`src/rtl/qxe_pkg.sv`:
```
package qxe_pkg;
  typedef enum logic [2:0] {
    PH_IDLE = 3'd0, PH_CMD = 3'd1, PH_ADDR = 3'd2,
    PH_DUM  = 3'd3, PH_WR  = 3'd4, PH_RD   = 3'd5
  } phase_t;

  typedef struct packed {
    logic [4:0] rd_n;
    logic [2:0] dum_n;
    logic [4:0] wr_n;
    logic [2:0] addr_n;
    logic       cmd_en;
    logic [1:0] rd_c;
    logic [1:0] dum_c;
    logic [1:0] wr_c;
    logic [1:0] ad_c;
    logic [1:0] cm_c;
  } layout_t;

  // lanes carried per serial clock for a lane code
  function automatic logic [3:0] lane_bits(logic [1:0] code);
    case (code)
      2'd0:    return 4'd1;
      2'd1:    return 4'd2;
      default: return 4'd4;
    endcase
  endfunction

  function automatic logic [4:0] clamp_cnt(logic [4:0] raw, logic [4:0] lim);
    return (raw > lim) ? lim : raw;
  endfunction

  // first non-empty phase after cur; PH_IDLE when none is left
  function automatic phase_t next_phase(phase_t cur, logic [4:0] act);
    phase_t r = PH_IDLE;
    for (int k = 1; k <= 5; k++)
      if (r == PH_IDLE && k > int'(cur) && act[k-1]) r = phase_t'(3'(k));
    return r;
  endfunction
endpackage

```
`src/rtl/qxe_regs.sv`:
```
module qxe_regs
  import qxe_pkg::*;
(
  input  logic          clk,
  input  logic          rst_n,
  input  logic          wr,
  input  logic [7:0]    addr,
  input  logic [31:0]   wdata,
  output logic [31:0]   rdata,
  input  logic          done,
  input  logic          rd_we,
  input  logic [3:0]    rd_idx,
  input  logic [7:0]    rd_byte,
  output logic          go,
  output logic          busy,
  output layout_t       lay,
  output logic [7:0]    cmd_op,
  output logic [31:0]   addr_word,
  output logic [127:0]  wflat,
  output logic [1:0]    dev,
  output logic          rel,
  output logic          irq
);
  logic [127:0] rflat;
  logic rdy, ie;
  logic wr_ok, wr_cts;

  assign wr_ok  = wr && (addr[1:0] == 2'b00);
  assign wr_cts = wr_ok && (addr[7:2] == 6'h03);
  assign go     = wr_cts && wdata[0] && !busy;
  assign irq    = rdy && ie;

  always_ff @(posedge clk or negedge rst_n) begin
    if (!rst_n) begin
      lay <= '0; cmd_op <= '0; addr_word <= '0; wflat <= '0; rflat <= '0;
      busy <= 1'b0; rdy <= 1'b0; ie <= 1'b0; dev <= '0; rel <= 1'b1;
    end else begin
      if (go) busy <= 1'b1;
      if (done) busy <= 1'b0;
      if (done) rdy <= 1'b1;
      else if (wr_cts && wdata[24]) rdy <= 1'b0;
      if (wr_cts) ie <= wdata[25];
      if (wr_cts && !busy) begin
        dev <= wdata[9:8];
        rel <= wdata[16];
      end
      if (wr_ok && !busy) begin
        if (addr[7:2] == 6'h02)
          lay <= {wdata[28:24], wdata[23:21], wdata[20:16], wdata[13:11], wdata[10:0]};
        if (addr[7:2] == 6'h04) cmd_op <= wdata[7:0];
        if (addr[7:2] == 6'h05) addr_word <= wdata;
        if (addr[7:4] == 4'h2) wflat[{addr[3:2], 5'd0} +: 32] <= wdata;
      end
      if (rd_we) rflat[{rd_idx, 3'd0} +: 8] <= rd_byte;
    end
  end

  always_comb begin
    rdata = '0;
    case (addr[7:4])
      4'h0: begin
        if (addr[3:2] == 2'd2)
          rdata = {3'b0, lay.rd_n, lay.dum_n, lay.wr_n, 2'b0, lay.addr_n, lay.cmd_en,
                   lay.rd_c, lay.dum_c, lay.wr_c, lay.ad_c, lay.cm_c};
        if (addr[3:2] == 2'd3)
          rdata = {6'b0, ie, rdy, 7'b0, rel, 6'b0, dev, 7'b0, busy};
      end
      4'h1: begin
        if (addr[3:2] == 2'd0) rdata = {24'b0, cmd_op};
        if (addr[3:2] == 2'd1) rdata = addr_word;
      end
      4'h2: rdata = wflat[{addr[3:2], 5'd0} +: 32];
      4'h3: rdata = rflat[{addr[3:2], 5'd0} +: 32];
      default: rdata = '0;
    endcase
  end

  // layout frozen for every cycle that follows a busy cycle
  a_r11_layout_frozen: assert property (@(posedge clk) disable iff (!rst_n)
    $past(busy) |-> $stable(lay));
  // completion leaves the ready flag set
  a_r10_ready_on_done: assert property (@(posedge clk) disable iff (!rst_n)
    $fell(busy) |-> rdy);
endmodule

```
`src/rtl/qxe_seq.sv`:
```
module qxe_seq
  import qxe_pkg::*;
#(
  parameter int HALF_DIV = 2
) (
  input  logic          clk,
  input  logic          rst_n,
  input  logic          go,
  input  layout_t       lay,
  input  logic [7:0]    cmd_op,
  input  logic [31:0]   addr_word,
  input  logic [127:0]  wflat,
  input  logic [3:0]    io_in,
  output logic          sck,
  output logic [3:0]    io_out,
  output logic [3:0]    io_oe,
  output logic          done,
  output logic          rd_we,
  output logic [3:0]    rd_idx,
  output logic [7:0]    rd_byte
);
  localparam int DW = (HALF_DIV > 1) ? $clog2(HALF_DIV) : 1;

  phase_t ph, first_ph, after_ph, tgt_ph;
  logic [3:0] idx, tgt_idx, left, w;
  logic [7:0] sh, tgt_byte, sh_in, sh_out;
  logic [DW-1:0] div;
  logic [4:0] n_addr, n_wr, n_rd, n_cur, act;
  logic [1:0] code, ab;
  logic tick, rise, fall, byte_end, last_byte, drive;

  assign n_addr = clamp_cnt({2'b0, lay.addr_n}, 5'd4);
  assign n_wr   = clamp_cnt(lay.wr_n, 5'd16);
  assign n_rd   = clamp_cnt(lay.rd_n, 5'd16);
  assign act    = {n_rd != 0, n_wr != 0, lay.dum_n != 0, n_addr != 0, lay.cmd_en};
  assign first_ph = next_phase(PH_IDLE, act);
  assign after_ph = next_phase(ph, act);

  always_comb begin
    case (ph)
      PH_CMD:  begin n_cur = 5'd1;               code = lay.cm_c;  end
      PH_ADDR: begin n_cur = n_addr;             code = lay.ad_c;  end
      PH_DUM:  begin n_cur = {2'b0, lay.dum_n};  code = lay.dum_c; end
      PH_WR:   begin n_cur = n_wr;               code = lay.wr_c;  end
      PH_RD:   begin n_cur = n_rd;               code = lay.rd_c;  end
      default: begin n_cur = 5'd1;               code = 2'd0;      end
    endcase
  end

  assign w         = lane_bits(code);
  assign tick      = (ph != PH_IDLE) && (div == DW'(HALF_DIV - 1));
  assign rise      = tick && !sck;
  assign fall      = tick && sck;
  assign byte_end  = fall && (left == w);
  assign last_byte = ({1'b0, idx} + 5'd1) >= n_cur;

  always_comb begin
    if (go)             begin tgt_ph = first_ph; tgt_idx = '0; end
    else if (last_byte) begin tgt_ph = after_ph; tgt_idx = '0; end
    else                begin tgt_ph = ph;       tgt_idx = idx + 4'd1; end
    ab = 2'(n_addr - 5'd1 - {1'b0, tgt_idx});
    case (tgt_ph)
      PH_CMD:  tgt_byte = cmd_op;
      PH_ADDR: tgt_byte = 8'(addr_word >> {ab, 3'b000});
      PH_WR:   tgt_byte = wflat[{tgt_idx, 3'b000} +: 8];
      default: tgt_byte = 8'h00;
    endcase
  end

  always_comb begin
    case (w)
      4'd1: begin sh_in = {sh[6:0], io_in[1]};   sh_out = {sh[6:0], 1'b0};  end
      4'd2: begin sh_in = {sh[5:0], io_in[1:0]}; sh_out = {sh[5:0], 2'b0};  end
      default: begin sh_in = {sh[3:0], io_in};   sh_out = {sh[3:0], 4'b0};  end
    endcase
    drive = (ph == PH_CMD) || (ph == PH_ADDR) || (ph == PH_WR);
    io_oe  = '0;
    io_out = '0;
    if (drive) begin
      case (w)
        4'd1:    begin io_oe = 4'b0001; io_out = {3'b0, sh[7]};   end
        4'd2:    begin io_oe = 4'b0011; io_out = {2'b0, sh[7:6]}; end
        default: begin io_oe = 4'b1111; io_out = sh[7:4];         end
      endcase
    end
  end

  always_ff @(posedge clk or negedge rst_n) begin
    if (!rst_n) begin
      ph <= PH_IDLE; idx <= '0; sh <= '0; left <= '0; sck <= 1'b0; div <= '0;
    end else if (go) begin
      ph <= tgt_ph; idx <= tgt_idx; sh <= tgt_byte; left <= 4'd8;
      sck <= 1'b0; div <= '0;
    end else if (ph != PH_IDLE) begin
      div <= tick ? '0 : div + 1'b1;
      if (rise) begin
        sck <= 1'b1;
        if (ph == PH_RD) sh <= sh_in;
      end
      if (fall) begin
        sck <= 1'b0;
        if (byte_end) begin
          ph <= tgt_ph; idx <= tgt_idx; sh <= tgt_byte; left <= 4'd8;
        end else begin
          left <= left - w;
          if (ph != PH_RD) sh <= sh_out;
        end
      end
    end
  end

  assign done    = (go && first_ph == PH_IDLE) || (byte_end && last_byte && after_ph == PH_IDLE);
  assign rd_we   = byte_end && (ph == PH_RD);
  assign rd_idx  = idx;
  assign rd_byte = sh;

  // the serial clock only runs inside a transaction
  a_r12_clock_in_xact: assert property (@(posedge clk) disable iff (!rst_n)
    sck |-> ph != PH_IDLE);
  // no clock edge follows the end of a transaction
  a_r3_quiet_after_done: assert property (@(posedge clk) disable iff (!rst_n)
    done |=> !sck);
  // incoming bytes are stored only while every lane is released
  a_r8_store_released: assert property (@(posedge clk) disable iff (!rst_n)
    rd_we |-> io_oe == 4'b0000);
endmodule

```
`src/rtl/qspi_xact_engine.sv`:
```
module qspi_xact_engine
  import qxe_pkg::*;
#(
  parameter int NCS      = 4,
  parameter int HALF_DIV = 2
) (
  input  logic            clk,
  input  logic            rst_n,
  input  logic            reg_wr,
  input  logic [7:0]      reg_addr,
  input  logic [31:0]     reg_wdata,
  output logic [31:0]     reg_rdata,
  output logic            irq,
  output logic            sck,
  output logic [NCS-1:0]  cs_n,
  output logic [3:0]      io_out,
  output logic [3:0]      io_oe,
  input  logic [3:0]      io_in
);
  layout_t lay;
  logic [7:0] cmd_op, rd_byte;
  logic [31:0] addr_word;
  logic [127:0] wflat;
  logic [3:0] rd_idx;
  logic [1:0] dev;
  logic go, busy, done, rd_we, rel, sel_on;

  qxe_regs u_regs (
    .clk(clk), .rst_n(rst_n), .wr(reg_wr), .addr(reg_addr), .wdata(reg_wdata),
    .rdata(reg_rdata), .done(done), .rd_we(rd_we), .rd_idx(rd_idx), .rd_byte(rd_byte),
    .go(go), .busy(busy), .lay(lay), .cmd_op(cmd_op), .addr_word(addr_word),
    .wflat(wflat), .dev(dev), .rel(rel), .irq(irq)
  );

  qxe_seq #(.HALF_DIV(HALF_DIV)) u_seq (
    .clk(clk), .rst_n(rst_n), .go(go), .lay(lay), .cmd_op(cmd_op),
    .addr_word(addr_word), .wflat(wflat), .io_in(io_in), .sck(sck),
    .io_out(io_out), .io_oe(io_oe), .done(done), .rd_we(rd_we),
    .rd_idx(rd_idx), .rd_byte(rd_byte)
  );

  assign sel_on = busy || !rel;

  for (genvar i = 0; i < NCS; i++) begin : g_cs
    assign cs_n[i] = !(sel_on && dev == 2'(i));
  end

  // never more than one flash selected
  a_r9_single_select: assert property (@(posedge clk) disable iff (!rst_n)
    $onehot0(~cs_n));
endmodule

```
`config.mk`:
```
export PLATFORM = sky130hd
export DESIGN_NAME = qspi_xact_engine
export DESIGN_NICKNAME = d
export VERILOG_FILES = /design/src/rtl/qxe_pkg.sv /design/src/rtl/qxe_regs.sv /design/src/rtl/qxe_seq.sv /design/src/rtl/qspi_xact_engine.sv
export SDC_FILE = /design/constraint.sdc
export NUM_CORES = 1
export LEC_CHECK = 0
export ABC_AREA = 1
export BUFFER_PORTS_ARGS = -buffer_cell sky130_fd_sc_hd__buf_2
export CORE_MARGIN = 3
export CORE_UTILIZATION = 44
export CTS_CLUSTER_DIAMETER = 60
export CTS_CLUSTER_SIZE = 8
export DETAILED_ROUTE_END_ITERATION = 12
export PLACE_DENSITY = 0.65
export REMOVE_ABC_BUFFERS = 1
export SYNTH_ARGS = -nofsm -noshare
export SYNTH_HDL_FRONTEND = slang
export SYNTH_SLANG_ARGS = --single-unit
```
`constraint.sdc`:
```
create_clock -name clk -period 6.8 [get_ports clk]
set_clock_uncertainty 0.05 [all_clocks]
set_input_delay 0.34 -clock clk [delete_from_list [all_inputs] [get_ports clk]]
set_output_delay 0.34 -clock clk [all_outputs]
set_load 0.01 [all_outputs]
```
# Yosys cells after proc, flatten, opt, wreduce, memory -nomap -nowiden
# Index checks and enable logic that the tools add are counted.
# W data, S select, Z words.
[totals]
reg_bits = 350
inputBits = 47
output_inout_bits = 46
wordCells = 217
[classes]
addsub = 8
magnitude_cmp = 9
eq_ne = 26
shift = 8
muxes = 64
reduce_logical = 77
[ops]
columns = ["op", "n"]
rows = [
  ["$bwmux W128", 2],
  ["$shiftx A128 B8 Y32", 2],
  ["$pmux W32 S4", 1],
  ["$shift A32 B9 Y128 const A", 1],
  ["$shift A8 B9 Y128 const A", 1],
  ["$shiftx A128 B8 Y8", 1],
  ["$shiftx A32 B9 Y128", 1],
  ["$shiftx A8 B9 Y128", 1],
  ["$mux W8", 8],
  ["$mux W29", 2],
  ["$mux W4", 12],
  ["$logic_and A1 B1 Y1", 33],
  ["$mux W3", 11],
  ["$mux W32", 1],
  ["$pmux W8 S2", 2],
  ["$shr A32 B5 Y8", 1],
  ["$logic_not A3 Y1", 10],
  ["$pmux W8 S3", 1],
  ["$pmux W5 S4", 1],
  ["$neg A7 Y9", 2],
  ["$pmux W4 S2", 2],
  ["$reduce_bool A5 Y1", 3],
  ["$mux W1", 13],
  ["$eq A4 B2 Y1 const B", 3],
  ["34 further kinds", 77],
]

# Longest topological paths before layout
[logic_depth]
word_depth = 27
depth_mapped = 30
mapped_depth_nobuf = 26

# Modules after synthesis
# Synthesis repeated with hierarchy kept, for this count alone.
[hier_totals]
cells_unflattened = 3081
area_unflattened_um2 = 21460.6
[modules_own_cells]
columns = ["mod", "instances", "cells_each", "area_per_inst_um2", "seq_area_each_um2"]
rows = [
  ["qxe_regs", 1, 2317, 17272.8, 8234.1],
  ["qxe_seq", 1, 751, 4139.0, 525.5],
  ["qspi_xact_engine", 1, 13, 48.8, 0.0],
]

# Least setup slack after synthesis
# OpenSTA, ideal clock, no wires.
[synth_timing]
path_kind = "reg2reg"
startpoint = "register u_seq.idx[0], in the netlist u_seq.rd_idx[0]"
endpoint = "register u_seq.sh[0], in the netlist u_seq.rd_byte[0]"
setup_ns = 0.117
t_arrival_ns = 3.890
required_time_ns = 6.633
setup_slack_ns = 2.743
stages_incl_launch_ff = 22
n_path_buf = 4
period_less_slack_ns = 4.057
cell_sequence = "dfrtp_1 -> clkinv_1 -> clkbuf_1 -> ha_1 -> ha_1 -> nand2_1 -> nor2_1 -> nand2_1 -> nand3_1 -> nor2_1 -> nand3_1 -> buf_2 -> clkbuf_1 -> ha_1 -> clkbuf_1 -> mux2_2 -> o21ai_0 -> nor2_1 -> nor2_1 -> nand2_1 -> nand2_1 -> nand2_1"
[synth_between]
elab_chain_len = 11
elab_cells_between_ends = 18
classes_between = "3 x add/sub; 1 x order compare; 3 x eq/ne; 2 x shift; 9 x mux"
[synth_lines]
columns = ["element", "line", "rtl"]
rows = [
  ["start, declared", "qxe_seq.sv:25", "logic [3:0] idx, tgt_idx, left, w;"],
  ["start signal, assigned", "qxe_seq.sv:90", "ph <= PH_IDLE; idx <= '0; sh <= '0; left <= '0; sck <= 1'b0; div <= '0;"],
  ["start signal, assigned", "qxe_seq.sv:92", "ph <= tgt_ph; idx <= tgt_idx; sh <= tgt_byte; left <= 4'd8;"],
  ["start signal, assigned", "qxe_seq.sv:103", "ph <= tgt_ph; idx <= tgt_idx; sh <= tgt_byte; left <= 4'd8;"],
  ["$add A4 B1 Y5", "qxe_seq.sv:55", "assign last_byte = ({1'b0, idx} + 5'd1) >= n_cur;"],
  ["$ge A5 B5 Y1", "qxe_seq.sv:55", ""],
  ["$mux W4", "qxe_seq.sv:59", "else if (last_byte) begin tgt_ph = after_ph; tgt_idx = '0; end"],
  ["$mux W4", "qxe_seq.sv:58", "if (go) begin tgt_ph = first_ph; tgt_idx = '0; end"],
  ["$sub A2 B2 Y2", "qxe_seq.sv:61", "ab = 2'(n_addr - 5'd1 - {1'b0, tgt_idx});"],
  ["$shr A32 B5 Y8", "qxe_seq.sv:64", "PH_ADDR: tgt_byte = 8'(addr_word >> {ab, 3'b000});"],
  ["$pmux W8 S3 *", "qxe_seq.sv:62", "case (tgt_ph)"],
  ["$mux W8", "qxe_seq.sv:102", "if (byte_end) begin"],
  ["$mux W8", "qxe_seq.sv:100", "if (fall) begin"],
  ["$mux W8", "qxe_seq.sv:94", "end else if (ph != PH_IDLE) begin"],
  ["$mux W8 *", "qxe_seq.sv:91", "end else if (go) begin"],
  ["end signal, assigned", "qxe_seq.sv:98", "if (ph == PH_RD) sh <= sh_in;"],
  ["end signal, assigned", "qxe_seq.sv:106", "if (ph != PH_RD) sh <= sh_out;"],
  ["end, declared", "qxe_seq.sv:26", "logic [7:0] sh, tgt_byte, sh_in, sh_out;"],
]
# Every way passes the cells marked *; elsewhere a longest branch is shown, timed or not. The select of a mux whose other input is x is not followed.
# A chain may end at the register's enable or synchronous reset.

# Final worst setup path
[layout_timing]
startpoint = "register u_seq.idx[0], in the netlist u_seq.rd_idx[0]"
endpoint = "register u_seq.sh[5], in the netlist u_seq.rd_byte[5]"
# The elaborated chain is that of the path after synthesis.

==> flow_summary.toml <==
[status]
status = "complete, no violations"

[drt]
drc = 0
vias = 19500
ant_nets = 0
via_per_inst = 6.17
first_pass_iters = 7
wl_per_cell_um = 24.8
finalWirelength_um = 78600
drt_iter0_drc = 2844

[critical_path]
slowest_stage = "inv_1"
critPathTopFamily = "simple AND/OR/NAND/NOR gates"
cp.required_ns = 7.28
slowest_delay_ns = 0.87
cp-start-kind = "flop"
worst-setup-path-type = "reg -> reg"
cp_common_cell = "nand2_1"
crit_fanout = 98
crit_arrival_ns = 5.97
crit_chain = "clkinv_1 > ha_1 > ha_1 > nand2_1 > nor2_1 > nand2_1 > nand3_1 > nor2_1 > nand3_4 > buf_4 > inv_1 > nand2_1 > nand3_1 > nand3_1 > nand3_1 > nand3_1 > nand2_1 > nand2_1 > nand2_1"
critPathBufInv = 3
crit_path_end_kind = "flop"

[cts]
cts.sinks = 350
cts_resized = 0
clock_latency_ns = 0.61
cts_buffers = 52
hold_buffers = 10
post_cts_buffers = 0
cts_tree = "done"
clk_pin_slew_worst_paths_ns = 0.06
clockBufferDepth = 3
cts-root-buf = "clkbuf_16"
h-tree-depth = 2

[die]
fp.coreArea_um2 = 43200
design.portCount = 93
die_width_um = 215
rows = 76
start_util = 0.446
dieArea_um2 = 46300
die_h_um = 215

[synth]
synth.most_common_cell = "nand2_1"
avgSynthCellArea_um2 = 7.55
yosysSeqAreaShare = 0.454
synthTopCellsByArea = "dfrtp_1 (45%), o21ai_0 (12%), nand2_1 (9.9%)"
synth.top_cell.area_share = 0.453
synth.ff_latch_count = 350
synthFlopType = "dfrtp_1"
synth_top_area_cell = "dfrtp_1"
syn_inst = 2554
synth.distinct_cells = 52
ys_warn_count = 0
synth-edff-count = 0
syn_area_um2 = 19300
async_reset_ff_frac = 1.00
synthTopCellsByCount = "nand2_1 (509), o21ai_0 (458), dfrtp_1 (349), inv_1 (249), nand3_1 (241)"

[finish]
instances_no_fill = 3167
fin_nets = 2636
nFillCells = 4298
drive_gt1_frac = 0.0926
area_growth_pct = 12.6
antennaDiodeCount = 0

[grt]
grt_antenna_before_repair = 2
grt_util_all_layers = 0.335
grt_pass1_vias = 18400
grt_max_degree = 159
grt_pass1_wl_um = 118000
grt-ovfl-total = 0

[job]
cap_violations = 0

[power]
power_density_nw_per_um2 = 286
peakVddDrop_mv = 0.158
p_leak_uw = 0.0102
power.total_uw = 6210

[timing]
slew_headroom = 0.156
period_needed_ns = 5.49
period_share = 0.808
fmax_mhz = 182
rsz0062_at_grt = "no"
finalSetupTns_ns = 0
setup_viol = 0
slew_viol_final = 0
worstMarginPinSlew_ns = 1.26
hold_viol = 0

[place]
portBuffers = 92
gp_congestion = 0.987
dpl.hpwl_um = 52600
dpl.cell_count = 3091

[worst_hold_path]
hold_path_class = "in -> reg"
[logic make-up (layout without fill, tap and decap cells)]
kind of cell	after synthesis	in the layout	synth area share
AND/OR/NAND/NOR	989	989	0.222
AO/OA/AOI/OAI	760	760	0.221
buffers and inverters	426	454	0.0848
flip-flops	350	350	0.454
adder cells (fa/ha/maj)	19	19	0.0127
XOR/XNOR	5	5	0.00227
multiplexers	5	5	0.00286
[cell type report]
class / count / area, µm² / area share
clock inverters: 8 / 125 / 0.00576
flip-flops and latches: 350 / 8760 / 0.404
repair buffers: 128 / 781 / 0.0360
well taps: 585 / 732 / 0.0337
clock buffers: 58 / 1350 / 0.0624
inverters: 260 / 976 / 0.0450
multi-input cells: 1778 / 8980 / 0.414
[layout by cell type, fill, tap and decap left out, types with 5 or more instances in the layout]
cell type / instances
dfrtp_1: 349
ha_1: 18
clkbuf_16: 52
buf_4: 26
nor2_1: 162
o211ai_1: 88
nand4_1: 37
a22oi_1: 9
nor2_4: 9
nor3_1: 7
o22ai_1: 10
a21oi_1: 135
nand3_1: 238
o31ai_1: 7
inv_2: 9
nand2_1: 507
dlygate4sd3_1: 10
inv_1: 249
o21ai_2: 8
o21ai_0: 458
o221ai_1: 16
o21a_1: 9
buf_2: 90
a221oi_1: 5
[worst paths after layout]
| check | start | cells after the start | slack [ns] | to |
|---|---|---|---|---|
| min in group asynchronous | rst_n | 2 | 0.34 | u_regs.dev[1] |
| setup reg to reg | u_seq.rd_idx[0] | 19 | 1.31 | u_seq.rd_byte[5] |
| setup / recovery | u_seq.rd_idx[0] | 19 | 1.31 | u_seq.rd_byte[5] |
| hold reg to reg | u_regs.rflat[89] | 2 | 0.43 | u_regs.rflat[89] |
| max in group asynchronous | rst_n | 3 | 4.77 | u_regs.lay[25] |
| hold / removal | reg_wdata[18] | 3 | 0.03 | u_regs.wflat[50] |
[where the power goes]
| group | switching, µW | total (µW) | internal [µW] |
|---|---|---|---|
| logic | 1050 | 1420 | 368 |
| registers | 145 | 2360 | 2210 |
| clock network | 965 | 2430 | 1460 |
| total | 2160 | 6210 | 4050 |
[state kept, by name, indices dropped and copies added (netlist names)]
name,count
u_seq.left,4
u_regs.dev,2
u_seq.sck,1
u_regs.cmd_op,8
u_regs.rel,1
u_regs.addr_word,32
u_regs.ie,1
u_regs.busy,1
u_regs.lay,27
u_seq.div,1
u_seq.ph,3
u_regs.rflat,128
u_regs.rdy,1
u_seq.rd_byte,8
u_regs.wflat,128
u_seq.rd_idx,4
[through the flow]
step	util	area, µm²	setup slack [ns]	hold WS [ns]
6_report	0.503	21700	1.31	0.0319
5_1_grt	0.503	21700	0.972	0.0363
4_1_cts	0.503	21700	1.54	0.00133
3_5_place_dp	0.466	20100	1.59	0.419
3_3_place_gp	0.466	20100	1.83	0.410
2_1_floorplan	-	18600	0.125	-0.00559
[metal layers]
metal	share of wire	vias up	global-route usage	routed length, µm
met1	0.39	9317	0.443	30500
met4	0.060	6	0.174	4750
met2	0.42	1287	0.485	32800
met3	0.13	282	0.118	10500
met5	0.00059	-	0	46
li1	-	8656	-	-
[worst register-to-register path: stages, from the launching register on]
cell,delay [ns]
dfrtp_1,0.46
clkinv_1,0.47
ha_1,0.67
ha_1,0.31
nand2_1,0.07
nor2_1,0.04
nand2_1,0.07
nand3_1,0.07
nor2_1,0.80
nand3_4,0.13
buf_4,0.49
inv_1,0.89
nand2_1,0.12
nand3_1,0.11
nand3_1,0.10
nand3_1,0.12
nand3_1,0.17
nand2_1,0.14
nand2_1,0.05
nand2_1,0.09
No activity file was read; power rests on OpenSTA's default activity.
